==> config.mk <==
export PLATFORM = sky130hd
export DESIGN_NAME = hostlink_buffer
export DESIGN_NICKNAME = d
export VERILOG_FILES = /design/src/rtl/hostlink_pkg.sv /design/src/rtl/hostlink_hostif.sv /design/src/rtl/hostlink_status.sv /design/src/rtl/hostlink_pins.sv /design/src/rtl/hostlink_buffer.sv
export SDC_FILE = /design/constraint.sdc
export NUM_CORES = 1
export LEC_CHECK = 0
export ABC_CLOCK_PERIOD_IN_PS = 2700
export BUFFER_PORTS_ARGS = -buffer_cell sky130_fd_sc_hd__buf_2
export CORE_MARGIN = 2
export CORE_UTILIZATION = 55
export DETAILED_ROUTE_END_ITERATION = 7
export GPL_ROUTABILITY_DRIVEN = 0
export GPL_TIMING_DRIVEN = 0
export PLACE_DENSITY = 0.81
export RECOVER_POWER = 100
export SETUP_SLACK_MARGIN = 0.2
export SLEW_MARGIN = 20
export SYNTH_ARGS = -nofsm -noshare
export SYNTH_HDL_FRONTEND = slang
export SYNTH_SLANG_ARGS = --single-unit
==> constraint.sdc <==
create_clock -name clk -period 2.7 [get_ports clk]
set_input_delay 0.54 -clock clk [delete_from_list [all_inputs] [get_ports clk]]
set_output_delay 0.54 -clock clk [all_outputs]
set_load 0.005 [all_outputs]
==> src/rtl/hostlink_pkg.sv <==
package hostlink_pkg;
  // status bit positions (the host decodes these)
  localparam int ST_OBF = 0;
  localparam int ST_IBF = 1;
  localparam int ST_F0  = 2;
  localparam int ST_F1  = 3;
  localparam int ST_USR = 4;
  // upper-port line roles
  localparam int PIN_OBF  = 0;
  localparam int PIN_IBF  = 1;
  localparam int PIN_DRQ  = 2;
  localparam int PIN_DACK = 3;
  localparam int PIN_N    = 4;

  typedef struct packed {
    logic done;
    logic a0;
    logic dack;
  } host_evt_t;
endpackage

==> src/rtl/hostlink_hostif.sv <==
module hostlink_hostif
  import hostlink_pkg::*;
#(
  parameter int DW = 8
) (
  input  logic          clk,
  input  logic          rst,
  input  logic          cs_n,
  input  logic          rd_n,
  input  logic          wr_n,
  input  logic          a0,
  input  logic [DW-1:0] din,
  input  logic          dack_n,
  input  logic          dma_en,
  input  logic [DW-1:0] status,
  input  logic [DW-1:0] obuf,
  output host_evt_t     wr_evt,
  output host_evt_t     rd_evt,
  output logic [DW-1:0] wr_data,
  output logic          lock,
  output logic [DW-1:0] dout,
  output logic          doe
);
  logic sel_dack, sel, a0_eff, rd_act, wr_act;
  logic rd_q, wr_q, rd_a0_q, wr_a0_q, rd_dk_q, wr_dk_q;
  logic [DW-1:0] wdat_q;

  assign sel_dack = dma_en & ~dack_n;
  assign sel      = ~cs_n | sel_dack;
  assign a0_eff   = a0 & ~sel_dack;   // acknowledge always means data
  assign rd_act   = sel & ~rd_n;
  assign wr_act   = sel & ~wr_n;

  always_ff @(posedge clk) begin
    if (rst) begin
      rd_q    <= 1'b0;
      wr_q    <= 1'b0;
      rd_a0_q <= 1'b0;
      wr_a0_q <= 1'b0;
      rd_dk_q <= 1'b0;
      wr_dk_q <= 1'b0;
      wdat_q  <= '0;
      dout    <= '0;
      doe     <= 1'b0;
    end else begin
      rd_q <= rd_act;
      wr_q <= wr_act;
      if (rd_act) begin
        rd_a0_q <= a0_eff;
        rd_dk_q <= sel_dack;
      end
      if (wr_act) begin
        wr_a0_q <= a0_eff;
        wr_dk_q <= sel_dack;
        wdat_q  <= din;
      end
      doe  <= rd_act;
      dout <= rd_act ? (a0_eff ? status : obuf) : '0;
    end
  end

  assign wr_evt  = '{done: wr_q & ~wr_act, a0: wr_a0_q, dack: wr_dk_q};
  assign rd_evt  = '{done: rd_q & ~rd_act, a0: rd_a0_q, dack: rd_dk_q};
  assign wr_data = wdat_q;
  assign lock    = rd_q & rd_a0_q;
endmodule

==> src/rtl/hostlink_status.sv <==
module hostlink_status
  import hostlink_pkg::*;
#(
  parameter int DW = 8
) (
  input  logic           clk,
  input  logic           rst,
  input  logic           lock,
  input  host_evt_t      wr_evt,
  input  host_evt_t      rd_evt,
  input  logic           core_in_rd,
  input  logic           core_out_wr,
  input  logic           core_sts_wr,
  input  logic           core_f0_we,
  input  logic           core_f0_val,
  input  logic [DW-5:0]  core_nib,
  output logic [DW-1:0]  status
);
  localparam int UW = DW - ST_USR;

  logic [UW-1:0] usr_q, p_usr, usr_val;
  logic f1_q, f0_q, ibf_q, obf_q;
  logic p_usr_v, p_f0_v, p_f0, p_obf, p_ibfc;
  logic usr_req, f0_req, f0_val, obf_req, ibfc_req;

  // a fresh core request overrides one still waiting
  assign usr_req  = core_sts_wr | p_usr_v;
  assign usr_val  = core_sts_wr ? core_nib : p_usr;
  assign f0_req   = core_f0_we | p_f0_v;
  assign f0_val   = core_f0_we ? core_f0_val : p_f0;
  assign obf_req  = core_out_wr | p_obf;
  assign ibfc_req = core_in_rd | p_ibfc;

  always_ff @(posedge clk) begin
    if (rst) begin
      usr_q   <= '0;
      f1_q    <= 1'b0;
      f0_q    <= 1'b0;
      ibf_q   <= 1'b0;
      obf_q   <= 1'b0;
      p_usr_v <= 1'b0;
      p_usr   <= '0;
      p_f0_v  <= 1'b0;
      p_f0    <= 1'b0;
      p_obf   <= 1'b0;
      p_ibfc  <= 1'b0;
    end else begin
      if (lock) begin
        p_usr_v <= usr_req;
        p_usr   <= usr_val;
        p_f0_v  <= f0_req;
        p_f0    <= f0_val;
        p_obf   <= obf_req;
        p_ibfc  <= ibfc_req & ~wr_evt.done;
      end else begin
        p_usr_v <= 1'b0;
        p_f0_v  <= 1'b0;
        p_obf   <= 1'b0;
        p_ibfc  <= 1'b0;
        if (usr_req) usr_q <= usr_val;
        if (f0_req)  f0_q  <= f0_val;
      end
      // host write completion wins over a core take
      if (wr_evt.done) begin
        ibf_q <= 1'b1;
        f1_q  <= wr_evt.a0;
      end else if (ibfc_req && !lock) begin
        ibf_q <= 1'b0;
      end
      // a new core byte wins over a host data read
      if (obf_req && !lock)
        obf_q <= 1'b1;
      else if (rd_evt.done && !rd_evt.a0)
        obf_q <= 1'b0;
    end
  end

  always_comb begin
    status                   = '0;
    status[DW-1:ST_USR]      = usr_q;
    status[ST_F1]            = f1_q;
    status[ST_F0]            = f0_q;
    status[ST_IBF]           = ibf_q;
    status[ST_OBF]           = obf_q;
  end
endmodule

==> src/rtl/hostlink_pins.sv <==
module hostlink_pins
  import hostlink_pkg::*;
#(
  parameter int DW = 8
) (
  input  logic             clk,
  input  logic             rst,
  input  logic             core_port_wr,
  input  logic [DW-1:0]    core_wdata,
  input  logic             core_en_flags,
  input  logic             core_en_dma,
  input  logic             obf,
  input  logic             ibf,
  input  host_evt_t        wr_evt,
  input  host_evt_t        rd_evt,
  output logic             dma_en,
  output logic             drq,
  output logic [PIN_N-1:0] pin_out
);
  localparam int PL = DW - PIN_N;

  logic [PIN_N-1:0] latch_q, pin_nx;
  logic flags_en_q, dack_end;

  assign dack_end = (wr_evt.done & wr_evt.dack) | (rd_evt.done & rd_evt.dack);

  always_ff @(posedge clk) begin
    if (rst) begin
      latch_q    <= '1;
      flags_en_q <= 1'b0;
      dma_en     <= 1'b0;
      drq        <= 1'b0;
      pin_out    <= '1;
    end else begin
      if (core_port_wr)  latch_q    <= core_wdata[DW-1:PL];
      if (core_en_flags) flags_en_q <= 1'b1;
      if (core_en_dma)   dma_en     <= 1'b1;
      if (core_en_dma)
        drq <= 1'b0;
      else if (core_port_wr && dma_en && core_wdata[PL+PIN_DRQ])
        drq <= 1'b1;
      else if (dack_end)
        drq <= 1'b0;
      pin_out <= pin_nx;
    end
  end

  for (genvar i = 0; i < PIN_N; i++) begin : g_pin
    if (i == PIN_OBF) begin : g_obf
      assign pin_nx[i] = latch_q[i] & (flags_en_q ? obf : 1'b1);
    end else if (i == PIN_IBF) begin : g_ibf
      assign pin_nx[i] = latch_q[i] & (flags_en_q ? ~ibf : 1'b1);
    end else if (i == PIN_DRQ) begin : g_drq
      assign pin_nx[i] = dma_en ? drq : latch_q[i];
    end else begin : g_dack
      assign pin_nx[i] = dma_en ? 1'b1 : latch_q[i];
    end
  end
endmodule

==> src/rtl/hostlink_buffer.sv <==
module hostlink_buffer
  import hostlink_pkg::*;
#(
  parameter int DW = 8
) (
  input  logic             clk,
  input  logic             rst,
  input  logic             host_cs_n,
  input  logic             host_rd_n,
  input  logic             host_wr_n,
  input  logic             host_a0,
  input  logic [DW-1:0]    host_din,
  output logic [DW-1:0]    host_dout,
  output logic             host_doe,
  input  logic             dack_n,
  input  logic             core_in_rd,
  output logic [DW-1:0]    core_in_data,
  input  logic             core_out_wr,
  input  logic             core_sts_wr,
  input  logic             core_f0_we,
  input  logic             core_f0_val,
  input  logic [DW-1:0]    core_wdata,
  input  logic             core_port_wr,
  input  logic             core_en_flags,
  input  logic             core_en_dma,
  output logic [3:0]       core_flags,
  output logic [PIN_N-1:0] port_hi_out
);
  host_evt_t     wr_evt, rd_evt;
  logic [DW-1:0] wr_data, status, ibuf_q, obuf_q;
  logic          lock, dma_en, drq;

  hostlink_hostif #(.DW(DW)) u_hostif (
    .clk(clk), .rst(rst), .cs_n(host_cs_n), .rd_n(host_rd_n), .wr_n(host_wr_n),
    .a0(host_a0), .din(host_din), .dack_n(dack_n), .dma_en(dma_en),
    .status(status), .obuf(obuf_q), .wr_evt(wr_evt), .rd_evt(rd_evt),
    .wr_data(wr_data), .lock(lock), .dout(host_dout), .doe(host_doe)
  );

  hostlink_status #(.DW(DW)) u_status (
    .clk(clk), .rst(rst), .lock(lock), .wr_evt(wr_evt), .rd_evt(rd_evt),
    .core_in_rd(core_in_rd), .core_out_wr(core_out_wr), .core_sts_wr(core_sts_wr),
    .core_f0_we(core_f0_we), .core_f0_val(core_f0_val),
    .core_nib(core_wdata[DW-1:ST_USR]), .status(status)
  );

  hostlink_pins #(.DW(DW)) u_pins (
    .clk(clk), .rst(rst), .core_port_wr(core_port_wr), .core_wdata(core_wdata),
    .core_en_flags(core_en_flags), .core_en_dma(core_en_dma),
    .obf(status[ST_OBF]), .ibf(status[ST_IBF]), .wr_evt(wr_evt), .rd_evt(rd_evt),
    .dma_en(dma_en), .drq(drq), .pin_out(port_hi_out)
  );

  always_ff @(posedge clk) begin
    if (rst) begin
      ibuf_q <= '0;
      obuf_q <= '0;
    end else begin
      if (wr_evt.done) ibuf_q <= wr_data;
      if (core_out_wr) obuf_q <= core_wdata;
    end
  end

  assign core_in_data = ibuf_q;
  assign core_flags   = status[3:0];
endmodule

==> results.txt <==
Setup crit end kind: register
Synth area leaders: dfxtp_1, mux2i_1, nand2_1
origin of the worst setup path: u_pins.dma_en
Num CTS Buffers: 9
arrival time worst endpoint: 2.19 ns
Port-buffer cells: 51
overflow left after global routing: 0
fill count: 360
Final Cycle Share: 0.715
Vias/cell: 5.36
Pint: 1580 uW
register area share after synthesis: 0.530
Nets: 368
Critical Path Slowest Stage Cell: a21oi_1
worst hold slack: 0.415 ns
hold-fix buffers at CTS: 0
multi-input combinational cell area: 1010 um^2
Core Box Area: 4350 um^2
highest clock rate: 518 MHz
clk_skew: 0.00673 ns
slowest stage delay, CP: 0.65 ns
combinational power share: 0.083
Initial DRT Pass Iterations: 4
Hold WC Path Type: in2reg
Initial Utilization: 0.573
dpl cells: 378
reg2reg start: u_pins.dma_en
Finished Layout Cells: 393
via count: 2,105
layout cells sized above 1: 0.226
Worst Tran Pin Value: 0.779 ns
post-placement cell area: 2810 um^2
number of synthesized flops with an enable pin: 0
CP Class: reg2reg
critical path startpoint category: register
RSZ-0062 raised after global routing: no
worst skew pair latency: 0.33 ns
Cell Pwr Density: 692 nW/um^2
setup tns final: 0 ns
Syn Area/Cell: 9.07 um^2
Top FF cell, synth: dfxtp_1
post-route ant nets: 0
Mapped Area: 2490 um^2
first-pass GRT wire length: 9.16 mm
DRC: 0
worst-path cell chain: nand2b_1 -> clkbuf_1 -> a21oi_1 -> buf_4 -> o21ai_0 -> a21oi_1
Clock Tree Buf Depth: 2
PostCTS Resize Cnt: 0
Post-Syn Nets: 306
Clk pwr share: 0.414
Rel. slew slack: 0.481
initial antenna violation count: 0
die width: 71.3 um
crit path time final: 1.93 ns
synth warn: 0
maxcap violations: 0
FF/Latch Area: 1320 um^2
Antenna diodes: 0
Leakage: 0.00123 uW
commonest non-fill, non-tap cell in the layout: dfxtp_1
clock sink total: 66
site row count: 24
Post-Synthesis Cells: 275
largest net degree at the start of global routing: 11
Yosys top cell area share: 0.530
Reg power frac: 0.504
Hold Crit Start: core_en_flags
layout overhead on the synthesized area: 18.9%
num ports: 56
post-DR wirelength/cell: 14.0 um
commonest cells after routing, fill and taps aside: dfxtp_1, buf_2, nand2_1
CTS tree: done
worst-path maximum fanout: 10
asr flop ratio synth: 0
Final setup viols: 0
final WL: 5.51 mm
switching share of power: 0.231
total track usage: 0.238
VDD IR max: 436 uV
Distinct cells, synth: 32
most frequent CP cell: a21oi_1
CP required: 2.96 ns
Die Y: 71.3 um
Clk pin slew, worst setup/hold paths: 0.07 ns
Detail Placement HPWL: 3.69 mm
area leader, netlist: dfxtp_1
die area: 5090 um^2
1st-iter DRT viols: 87
clk root buf: clkbuf_8
status: complete, no violations
Final Cell Area: 2970 um^2
endpoints failing hold: 0
setup bufs post-CTS: 0
CTS H-tree depth: 3
max-slew violation count: 0
Tot Pwr: 2050 uW
flops & latches, synth: 66
switching power: 473 uW
vias in the first global route: 1,916
## per-layer routing
layer	vias to the layer above	part of all wire	global-route usage
met5	-	0	0
met4	0	0.026	0.115
met3	11	0.062	0.0844
met2	60	0.46	0.374
met1	973	0.45	0.292
li1	1061	-	-
## through the flow
step | utilization | setup slack [ns]
2_1_floorplan | - | 1.21
3_3_place_gp | 0.646 | 0.911
3_5_place_dp | 0.646 | 0.914
4_1_cts | 0.693 | 1.19
5_1_grt | 0.681 | 0.626
6_report | 0.681 | 0.769
## cells in the mapped netlist, types with 2 or more instances
cell / n
a211oi_1: 5
buf_2: 6
clkbuf_1: 7
nor2_1: 29
nand3_1: 23
nand2_1: 35
nand2b_1: 2
inv_1: 4
a21o_1: 4
o21ai_0: 12
a21oi_1: 26
nor3_1: 2
buf_6: 2
a21oi_2: 8
dfxtp_1: 66
or3_1: 2
mux2i_1: 14
buf_4: 5
buf_1: 2
a211o_1: 5
nor2b_1: 5
## final timing paths
path	endpoint	slack, ns	cells after the start
max reg2reg	u_status.f1_q	0.77	6
min reg2reg	u_pins.pin_out[3]	0.45	1
min	u_pins.flags_en_q	0.41	3
max	u_status.f1_q	0.77	6
## worst max-delay path: cells and delay by family, from the launching register on
family / cells / cell delay, ns
and+or+nand+nor: 1 / 0.08
buffers and inverters: 2 / 0.45
DFF: 1 / 0.42
AOI/OAI and AO/OA: 3 / 0.90
## kinds of logic (layout without fill, tap and decap cells)
kind of cell,count (synthesis),in the layout,share of synthesized area
DFF,66,66,0.530
and+or+nand+nor,103,103,0.182
muxes,15,15,0.0607
buffers and inverters,26,92,0.0557
AOI/OAI and AO/OA,65,65,0.172
## sequential cells by signal (all words and copies together) (netlist names), 4 cells and up
| signal | cells |
|---|---|
| u_pins.latch_q | 4 |
| u_status.p_usr | 4 |
| obuf_q | 8 |
| core_in_data | 8 |
| u_status.usr_q | 4 |
| u_hostif.wr_data | 8 |
| u_pins.pin_out | 4 |
| u_hostif.dout | 8 |
## area by class of cell
| type | count | area share |
|---|---|---|
| sequential | 66 | 0.446 |
| clock buffer | 13 | 0.0570 |
| tap | 52 | 0.0219 |
| buffer | 22 | 0.0354 |
| multi-input combinational | 183 | 0.339 |
| inverter | 4 | 0.00506 |
| timing repair buffer | 51 | 0.0840 |
| clock inverter | 2 | 0.0118 |
## power by group through the flow
stage / clock, uW / sequential, uW / combinational, uW
after floorplan: 0 / 1050 / 112
after global placement: 0 / 1050 / 173
after detailed placement: 0 / 1050 / 176
after CTS: 856 / 1030 / 177
after global routing: 904 / 1040 / 189
final: 849 / 1030 / 169
(Power assumes the default switching activity.)
